### src/rtl/evt_irq_status.sv
module evt_irq_status #(
  parameter int DW = 32
) (
  input  logic          clk,
  input  logic          rst_n,
  input  logic          wait_in,
  input  logic          tmo_in,
  input  logic          bus_we,
  input  logic [1:0]    bus_addr,
  input  logic [DW-1:0] bus_wdata,
  output logic [DW-1:0] bus_rdata,
  output logic          irq
);
  localparam int NSRC = 2;
  localparam logic [1:0] A_RAW = 2'd0, A_MSK = 2'd1, A_SET = 2'd2, A_CLR = 2'd3;

  logic            wait_q;
  logic [NSRC-1:0] raw_q, msk_q, en_q, evt, wbits;

  assign evt   = {tmo_in, wait_in & ~wait_q};
  assign wbits = bus_wdata[NSRC-1:0];

  always_ff @(posedge clk or negedge rst_n) begin
    if (!rst_n) begin
      wait_q <= 1'b1;
      raw_q  <= '0;
      msk_q  <= '0;
      en_q   <= '0;
    end else begin
      wait_q <= wait_in;
      if (bus_we && bus_addr == A_RAW) begin
        raw_q <= (raw_q & ~wbits) | evt;
        msk_q <= (msk_q & ~wbits) | (evt & en_q);
      end else begin
        raw_q <= raw_q | evt;
        msk_q <= msk_q | (evt & en_q);
      end
      if (bus_we && bus_addr == A_SET) en_q <= en_q | wbits;
      else if (bus_we && bus_addr == A_CLR) en_q <= en_q & ~wbits;
    end
  end

  always_comb begin
    bus_rdata = '0;
    case (bus_addr)
      A_RAW:   bus_rdata[NSRC-1:0] = raw_q;
      A_MSK:   bus_rdata[NSRC-1:0] = msk_q;
      default: bus_rdata[NSRC-1:0] = en_q;
    endcase
  end

  assign irq = |msk_q;

  p_rise_sets_raw_r1: assert property (@(posedge clk) disable iff (!rst_n)
    (wait_in && !wait_q) |=> raw_q[0]);
  p_tmo_sets_raw_r2: assert property (@(posedge clk) disable iff (!rst_n)
    tmo_in |=> raw_q[1]);
  p_mask_needs_raw_r3: assert property (@(posedge clk) disable iff (!rst_n)
    (msk_q & ~raw_q) == '0);
  p_set_enable_r4: assert property (@(posedge clk) disable iff (!rst_n)
    (bus_we && bus_addr == A_SET && bus_wdata[0]) |=> en_q[0]);
  p_clr_enable_r4: assert property (@(posedge clk) disable iff (!rst_n)
    (bus_we && bus_addr == A_CLR && bus_wdata[1]) |=> !en_q[1]);
  p_w1c_r6: assert property (@(posedge clk) disable iff (!rst_n)
    (bus_we && bus_addr == A_RAW && bus_wdata[1] && !tmo_in) |=> (!raw_q[1] && !msk_q[1]));
  p_irq_rise_r7: assert property (@(posedge clk) disable iff (!rst_n)
    $rose(irq) |-> $past(en_q) != '0);
  p_event_wins_r9: assert property (@(posedge clk) disable iff (!rst_n)
    (tmo_in && bus_we && bus_addr == A_RAW && bus_wdata[1]) |=> raw_q[1]);
endmodule

### config.mk
export PLATFORM = sky130hd
export DESIGN_NAME = evt_irq_status
export DESIGN_NICKNAME = d
export VERILOG_FILES = /design/src/rtl/evt_irq_status.sv
export SDC_FILE = /design/constraint.sdc
export NUM_CORES = 1
export LEC_CHECK = 0
export BUFFER_PORTS_ARGS = -buffer_cell sky130_fd_sc_hd__buf_2
export CORE_ASPECT_RATIO = 0.9
export CORE_MARGIN = 10
export CORE_UTILIZATION = 31
export CTS_CLUSTER_SIZE = 14
export DETAILED_ROUTE_END_ITERATION = 8
export PLACE_DENSITY = 0.77
export SLEW_MARGIN = 20
export SYNTH_ARGS = -nofsm -noshare
export SYNTH_HDL_FRONTEND = slang
export SYNTH_SLANG_ARGS = --single-unit
### constraint.sdc
create_clock -name clk -period 1 [get_ports clk]
set_input_delay 0.1 -clock clk [delete_from_list [all_inputs] [get_ports clk]]
set_output_delay 0.1 -clock clk [all_outputs]
set_load 0.05 [all_outputs]
==> results of run 1 <==
[kinds of logic (layout without fill, tap and decap cells)]
logic type / count (synthesis) / in the layout
buffers and inverters: 32 / 21
AOI/OAI and AO/OA: 10 / 10
DFF: 7 / 7
other: 1 / 30
and+or+nand+nor: 5 / 5
muxes: 2 / 2
[power breakdown]
group	switching (mW)	internal [mW]
logic	0.367	0.111
clock network	0.0998	0.152
registers	0.0263	0.319
total	0.493	0.582
[final timing paths]
| path | startpoint | endpoint | slack [ns] | depth (start not counted) |
|---|---|---|---|---|
| min in group asynchronous | rst_n | msk_q[0]$_DFF_PN0_ | 0.21 | 2 |
| min | tmo_in | raw_q[1]$_DFF_PN0_ | 0.06 | 2 |
| max in group asynchronous | rst_n | wait_q$_DFF_PN1_ | 0.56 | 2 |
| min reg2reg | raw_q[1]$_DFF_PN0_ | raw_q[1]$_DFF_PN0_ | 0.48 | 1 |
| max | msk_q[1]$_DFF_PN0_ | irq | -0.15 | 2 |
| max reg2reg | msk_q[0]$_DFF_PN0_ | msk_q[0]$_DFF_PN0_ | 0.03 | 3 |
[metrics by stage]
step	util	worst slack, ns	area, um^2
after detailed placement	0.309	0.0194	519
after global placement	0.309	0.0234	519
after global routing	0.365	-0.191	613
after floorplan	-	0.0402	671
final	0.365	-0.154	613
after CTS	0.360	-0.164	606
[layout by cell type, fill, tap and decap left out, drive strengths merged]
master	Yosys	final
clkbuf	0	4
o21ai	2	2
mux2i	2	2
dfrtp	6	6
nand2	2	2
a31oi	2	2
a21o	1	1
nand4bb	2	2
a32o	1	1
or2	1	1
conb	1	30
dfstp	1	1
dlygate4sd3	0	2
a41oi	2	2
buf	31	14
a22o	2	2
inv	1	1
[worst max-delay path, stage by stage (launching register included)]
cell and delay [ns]:
dfrtp_1 0.40, or2_4 0.26, buf_8 0.15
[metal layers]
layer | vias up | part of all wire | global-route usage
li1 | 170 | - | -
met1 | 176 | 0.35 | 0.0585
met2 | 39 | 0.48 | 0.0857
met3 | 0 | 0.17 | 0.0579
met4 | 0 | 0 | 0.0274
met5 | - | 0 | 0
[cell type report]
cell class              instances  area share
clock buffers                   4      0.0429
multi-input cells              47       0.418
flip-flops and latches          7       0.288
well taps                      24      0.0490
repair buffers                 16       0.196
inverters                       1     0.00612
[repair_timing]
item                                    in CTS  in global routing
hold buffers                                 2                  0
pin swaps                                    2                  2
endpoints found under the setup margin       3                  3
buffers inserted                             2                  1
gates resized for setup                      8                  0
cloned                                       0                  0
hold endpoints to repair                     8                  0
==> results.sh, run 1 <==
export IMPL_status="finished with violations"
export IMPL_violations="setup timing"
export IMPL_path_clk_slew_ns=0.05
export IMPL_grt_pass1_vias=414
export IMPL_core_area_um2=1680
export IMPL_io_pins=72
export IMPL_finalSetupTns_ns=-0.441
export IMPL_drive_gt1_frac=0.307
export IMPL_fmax_mhz=866
export IMPL_wirelength_mm=1.22
export IMPL_ys_ff_latch=7
export IMPL_peakVddDrop_mv=0.908
export IMPL_critPathLaunchType="flip-flop"
export IMPL_nFillCells=178
export IMPL_setup_slack_ns=-0.154
export IMPL_setup_viol=3
export IMPL_vias=385
export IMPL_finalMaxSlewViolations=0
export IMPL_grt_total_usage=0.0603
export IMPL_port_buffers=11
export IMPL_instances_no_fill=99
export IMPL_synthSimpleGateAreaFrac=0.0655
export IMPL_synth_top_family_by_area="buffers and inverters"
export IMPL_synth_ff_type="dfrtp_1"
export IMPL_worstPathArrival_ns=1.05
export IMPL_layout_min_cycle_time_ns=1.15
export IMPL_synthCells=57
export IMPL_finalHoldViolations=0
export IMPL_synth_fa_ha_area_frac=0
export IMPL_synth_top_area_cell="buf_4"
export IMPL_finClkSkew_ns=0.00617
export IMPL_cap_violations=0
export IMPL_cp_required_ns=0.90
export IMPL_synth_seq_area_share=0.318
export IMPL_root_buffer="clkbuf_4"
export IMPL_power_density_nw_per_um2=1750
export IMPL_total_power_mw=1.07
export IMPL_syn_area_per_cell_um2=9.72
export IMPL_cts_sinks=7
export IMPL_area_growth_pct=10.6
export IMPL_synthesis_area_um2=554
export IMPL_clk_latency_ns=0.25
export IMPL_synthTopCellsByArea="buf_4 41%, dfrtp_1 27%, dfstp_2 4.7%"
export IMPL_routedWlPerCell_um=12.3
export IMPL_period_share=1.15
export IMPL_whs_ns=0.0568
export IMPL_rsz0062_at_grt="yes"
export IMPL_die_x_um=64.6
export IMPL_ys_top_cells_by_count="30 x buf_4, 6 x dfrtp_1"
export IMPL_fp_dieArea_um2=3880
export IMPL_multi_input_area_um2=256
export IMPL_grt_pass1_wl_mm=1.82
export IMPL_drtIter0Drc=10
export IMPL_antenna_found_initial=0
export IMPL_die_height_um=60.1
export IMPL_tritoncts="built"
export IMPL_clock_path_buffers=2
export IMPL_start_util=0.330
export IMPL_yosysMostFrequentCell="buf_4"
export IMPL_placed_cells=90
export IMPL_post_dp_hpwl_mm=1.01
export IMPL_ff_latch_area_um2=176
export IMPL_cp_end_kind="output port"
export IMPL_vias_per_cell=3.89
export IMPL_synth_edf_count=0
export IMPL_grt_max_degree=11
export IMPL_cts_buffers=3
export IMPL_grt_overflow=0
export IMPL_critical_path_peak_fanout=3
export IMPL_p_leak_nw=0.313
export IMPL_postRouteAntennaNets=0
export IMPL_drc_errors=0
export IMPL_yosysWarnings=0
export IMPL_firstDrtPassIters=4
export IMPL_hp_class="primary input to flip-flop"
export IMPL_htree_levels=1
export IMPL_crit_type="flip-flop to output port"
export IMPL_synth_cell_types=16
export IMPL_gp_congestion=0.663
export IMPL_synth_mux_area_frac=0.0361
export IMPL_num_nets_final=115
export IMPL_synth_compound_area_share=0.140
export IMPL_synth_top_area_share=0.406
export IMPL_synth_xor_area_frac=0
export IMPL_fp_row_count=14
export IMPL_async_flop_share=1.00
export IMPL_antennaDiodeCount=0
No activity file was read; power rests on OpenSTA's default activity.
==> inputs of run 2 (changes only) <==
Settings changed: MAX_ROUTING_LAYER from default to met4.
==> results.sh, run 2 (synthesis gave the netlist of run 1 again) <==
export IMPL_finalSetupTns_ns=-0.441
export IMPL_drc_errors=0
export IMPL_hp_class="primary input to flip-flop"
export IMPL_layout_min_cycle_time_ns=1.15
export IMPL_die_x_um=64.6
export IMPL_vias_per_cell=3.89
export IMPL_drtIter0Drc=10
export IMPL_grt_pass1_wl_mm=1.82
export IMPL_period_share=1.15
export IMPL_setup_viol=3
export IMPL_post_dp_hpwl_mm=1.01
export IMPL_r2r_end="msk_q[0]$_DFF_PN0_"
export IMPL_cts_buffers=3
export IMPL_finalMaxSlewViolations=0
export IMPL_whs_ns=0.0568
export IMPL_instances_no_fill=99
export IMPL_setup_slack_ns=-0.154
export IMPL_final_core_util=0.365
export IMPL_hold_depth=2
export IMPL_vias=385
export IMPL_postRouteAntennaNets=0
export IMPL_reg2reg_slack_ns=0.03
export IMPL_total_power_mw=1.07
export IMPL_port_buffers=11
export IMPL_grt_total_usage=0.0620
export IMPL_io_pins=72
export IMPL_final_common_cell="conb_1"
export IMPL_power_density_nw_per_um2=1750
export IMPL_grt_pass1_vias=413
export IMPL_crit_type="flip-flop to output port"
export IMPL_r2r_cells=3
export IMPL_routedWlPerCell_um=12.3
export IMPL_layout_common_cells="30 x conb_1, 8 x buf_2, 6 x dfrtp_1"
export IMPL_grt_max_degree=11
export IMPL_htree_levels=1
export IMPL_critical_path_peak_fanout=3
export IMPL_fp_dieArea_um2=3880
export IMPL_whs_endpoint="raw_q[1]$_DFF_PN0_"
export IMPL_clock_path_buffers=2
export IMPL_wirelength_mm=1.22
export IMPL_area_growth_pct=10.6
export IMPL_status="finished with violations"
export IMPL_start_util=0.330
export IMPL_gp_congestion=0.669
export IMPL_firstDrtPassIters=4
export IMPL_core_area_um2=1680
export IMPL_cap_violations=0
export IMPL_final_cell_area_um2=613
export IMPL_path_cells="or2_4 > buf_8"
export IMPL_fp_row_count=14
export IMPL_place_ws_ns=0.0194
export IMPL_violations="setup timing"
export IMPL_crit_buf_inv=1
export IMPL_crit_path_max_incr_delay_ns=0.40
export IMPL_cts_sinks=7
export IMPL_nFillCells=178
export IMPL_antenna_found_initial=0
export IMPL_finalHoldViolations=0
export IMPL_cpLargestDelayFamily="flip-flops"
export IMPL_rsz0062_at_grt="yes"
export IMPL_finClkSkew_ns=0.00617
export IMPL_cp_end_kind="output port"
export IMPL_drive_gt1_frac=0.307
export IMPL_placed_cells=90
export IMPL_p_leak_nw=0.313
export IMPL_peakVddDrop_mv=0.908
export IMPL_clk_latency_ns=0.25
export IMPL_worstPathArrival_ns=1.05
export IMPL_num_nets_final=115
export IMPL_critPathLaunchType="flip-flop"
export IMPL_die_height_um=60.1
export IMPL_fmax_mhz=866
export IMPL_crit_path_top_delay_cell="dfrtp_1"
export IMPL_worstHoldStart="tmo_in"
export IMPL_root_buffer="clkbuf_4"
export IMPL_r2r_start="msk_q[0]$_DFF_PN0_"
export IMPL_tritoncts="built"
export IMPL_path_clk_slew_ns=0.05
export IMPL_cp_required_ns=0.90
export IMPL_dpl_cell_area_um2=519
export IMPL_antennaDiodeCount=0
export IMPL_grt_overflow=0
-- run 2: cell counts in the layout (fill, tap and decap cells not counted) --
No cell type changed its count.
-- run 2: what timing repair did --
item | in CTS | in global routing
endpoints found under the setup margin | 3 | 3
endpoints found under the hold margin | 8 | 0
hold buffers | 2 | 0
pin swaps | 2 | 2
gates resized for setup | 8 | 0
setup buffers | 2 | 1
cloned | 0 | 0
-- run 2: final cells by class --
cell class,instances,area (um^2),share of cell area
inverter,1,3.75,0.00612
timing repair buffer,16,120,0.196
tap,24,30.0,0.0490
clock buffer,4,26.3,0.0429
multi-input combinational,47,256,0.418
sequential,7,176,0.288
-- run 2: worst max path at each step --
stage	slack, ns	to	startpoint	depth (start not counted)
4_1_cts	-0.16	bus_rdata[1]	msk_q[1]$_DFF_PN0_	3
2_1_floorplan	0.04	bus_rdata[1]	msk_q[1]$_DFF_PN0_	2
5_1_grt	-0.19	bus_rdata[0]	msk_q[0]$_DFF_PN0_	3
3_5_place_dp	0.02	irq	msk_q[1]$_DFF_PN0_	2
6_report	-0.15	irq	msk_q[1]$_DFF_PN0_	2
3_3_place_gp	0.02	irq	msk_q[1]$_DFF_PN0_	2
-- run 2: routing by layer --
metal  vias to the layer above  wire length [um]  GRT usage
li1                        170                 -          -
met1                       176               436     0.0606
met2                        39               582     0.0857
met3                         0               197     0.0542
met4                         0                 0     0.0274
met5                         -                 0          -
-- run 2: where the power goes --
part / internal [mW] / switching (mW) / total [mW]
registers: 0.319 / 0.0263 / 0.345
logic: 0.111 / 0.367 / 0.478
clock network: 0.152 / 0.0998 / 0.252
==> inputs of run 3 (changes only) <==
Settings changed: SETUP_SLACK_MARGIN from default to 0.5.
==> results.sh, run 3 (synthesis gave the netlist of run 1 again) <==
export IMPL_crit_buf_inv=1
export IMPL_post_dp_hpwl_mm=1.02
export IMPL_r2r_cells=2
export IMPL_grt_overflow=0
export IMPL_port_buffers=11
export IMPL_startpoint="msk_q[1]$_DFF_PN0_"
export IMPL_tritoncts="built"
export IMPL_antenna_found_initial=0
export IMPL_finalSetupTns_ns=-0.479
export IMPL_grt_total_usage=0.0573
export IMPL_peakVddDrop_mv=0.611
export IMPL_crit_path_max_incr_delay_ns=0.40
export IMPL_violations="hold timing, setup timing"
export IMPL_crit_type="flip-flop to output port"
export IMPL_seq_power_share=0.319
export IMPL_power_density_nw_per_um2=1720
export IMPL_period_share=1.17
export IMPL_p_leak_nw=0.307
export IMPL_gp_congestion=0.736
export IMPL_cp_required_ns=0.90
export IMPL_die_x_um=64.6
export IMPL_clock_path_buffers=2
export IMPL_clk_latency_ns=0.24
export IMPL_hold_buffers=1
export IMPL_internal_power_mw=0.591
export IMPL_combPwrFrac=0.454
export IMPL_io_pins=72
export IMPL_critPathLaunchType="flip-flop"
export IMPL_fp_row_count=14
export IMPL_htree_levels=1
export IMPL_nFillCells=188
export IMPL_fmax_mhz=856
export IMPL_firstDrtPassIters=2
export IMPL_wirelength_mm=1.18
export IMPL_finalHoldViolations=1
export IMPL_critical_path_peak_fanout=3
export IMPL_root_buffer="clkbuf_4"
export IMPL_drc_errors=0
export IMPL_core_area_um2=1680
export IMPL_vias_per_cell=3.76
export IMPL_cap_violations=0
export IMPL_drtIter0Drc=6
export IMPL_die_height_um=60.1
export IMPL_path_cells="mux2i_2 > o21ai_4 > buf_6"
export IMPL_postRouteAntennaNets=0
export IMPL_layout_min_cycle_time_ns=1.17
export IMPL_layout_common_cells="30 x conb_1, 8 x buf_2, 6 x dfrtp_1"
export IMPL_r2r_start="wait_q$_DFF_PN1_"
export IMPL_whs_ns=-0.0218
export IMPL_hold_depth=1
export IMPL_vias=368
export IMPL_crit_path_top_delay_cell="dfrtp_1"
export IMPL_setup_slack_ns=-0.168
export IMPL_path_clk_slew_ns=0.05
export IMPL_swShare=0.458
export IMPL_path_depth=3
export IMPL_setup_viol=3
export IMPL_grt_max_degree=11
export IMPL_routedWlPerCell_um=12.0
export IMPL_total_power_mw=1.09
export IMPL_antennaDiodeCount=0
export IMPL_finClkSkew_ns=0.0000717
export IMPL_drive_gt1_frac=0.351
export IMPL_cts_sinks=7
export IMPL_cpLargestDelayFamily="flip-flops"
export IMPL_finalMaxSlewViolations=0
export IMPL_cts_buffers=3
export IMPL_worstPathArrival_ns=1.07
export IMPL_place_ws_ns=0.00109
export IMPL_cp_end_kind="output port"
export IMPL_start_util=0.330
export IMPL_status="finished with violations"
export IMPL_final_common_cell="conb_1"
export IMPL_num_nets_final=114
export IMPL_worstHoldStart="wait_in"
export IMPL_hp_class="primary input to flip-flop"
export IMPL_grt_pass1_vias=401
export IMPL_p_clk_frac=0.227
export IMPL_p_sw_mw=0.499
export IMPL_rsz0062_at_grt="yes"
export IMPL_area_growth_pct=14.2
export IMPL_fp_dieArea_um2=3880
export IMPL_grt_pass1_wl_mm=1.75
[run 3: changes by cell type in the layout (fill, tap and decap cells not counted), sizes merged]
cell         delta
dlygate4sd3     -1
[run 3: cell type report]
class | instances | area [um^2] | share of cell area
Clock buffer | 4 | 26.3 | 0.0415
Inverter | 1 | 3.75 | 0.00593
Multi-Input combinational cell | 47 | 287 | 0.453
Sequential cell | 7 | 176 | 0.279
Tap cell | 24 | 30.0 | 0.0474
Timing Repair Buffer | 15 | 110 | 0.174
[run 3: power groups by stage]
stage | logic, mW | registers (mW) | clock network, mW
6_report | 0.495 | 0.348 | 0.247
5_1_grt | 0.521 | 0.352 | 0.270
4_1_cts | 0.483 | 0.347 | 0.256
3_5_place_dp | 0.429 | 0.348 | 0
3_3_place_gp | 0.422 | 0.347 | 0
2_1_floorplan | 0.475 | 0.341 | 0
[run 3: repair_timing]
| action | 4_1_cts | 5_1_grt |
|---|---|---|
| setup endpoints to repair | 9 | 9 |
| endpoints found under the hold margin | 8 | 1 |
| resized for setup | 10 | 0 |
| setup buffers | 2 | 1 |
| pin swaps | 2 | 1 |
[run 3: metal layers]
layer  vias to the layer above  GRT usage  wire length [um]
li1                        171          -                 -
met5                         -          -                 0
met2                        25     0.0815               557
met4                         0     0.0274                 0
met3                         0     0.0393               154
met1                       172     0.0596               468
[run 3: per-stage QoR]
stage                      util  std cells  area, um^2  hold slack, ns
after global placement    0.319         90         537         -0.0659
after global routing      0.376         98         633         -0.0282
after detailed placement  0.319         90         537         -0.0618
after floorplan               -         86         697          -0.196
after CTS                 0.372         97         626         -0.0311
final                     0.376         98         633         -0.0218
[run 3: worst register-to-register path, stage by stage, from the launching register on]
cell	delay, ns
dfstp_2	0.52
inv_2	0.03
a32o_1	0.23
[run 3: path summary, 6_finish.rpt]
check / endpoint / slack, ns
setup / recovery: bus_rdata[1] / -0.17
hold / removal: wait_q$_DFF_PN1_ / -0.02
setup reg to reg: msk_q[0]$_DFF_PN0_ / 0.10
hold reg to reg: raw_q[1]$_DFF_PN0_ / 0.52
max in group asynchronous: wait_q$_DFF_PN1_ / 0.55
min in group asynchronous: asynchronous set/reset pin / 0.22
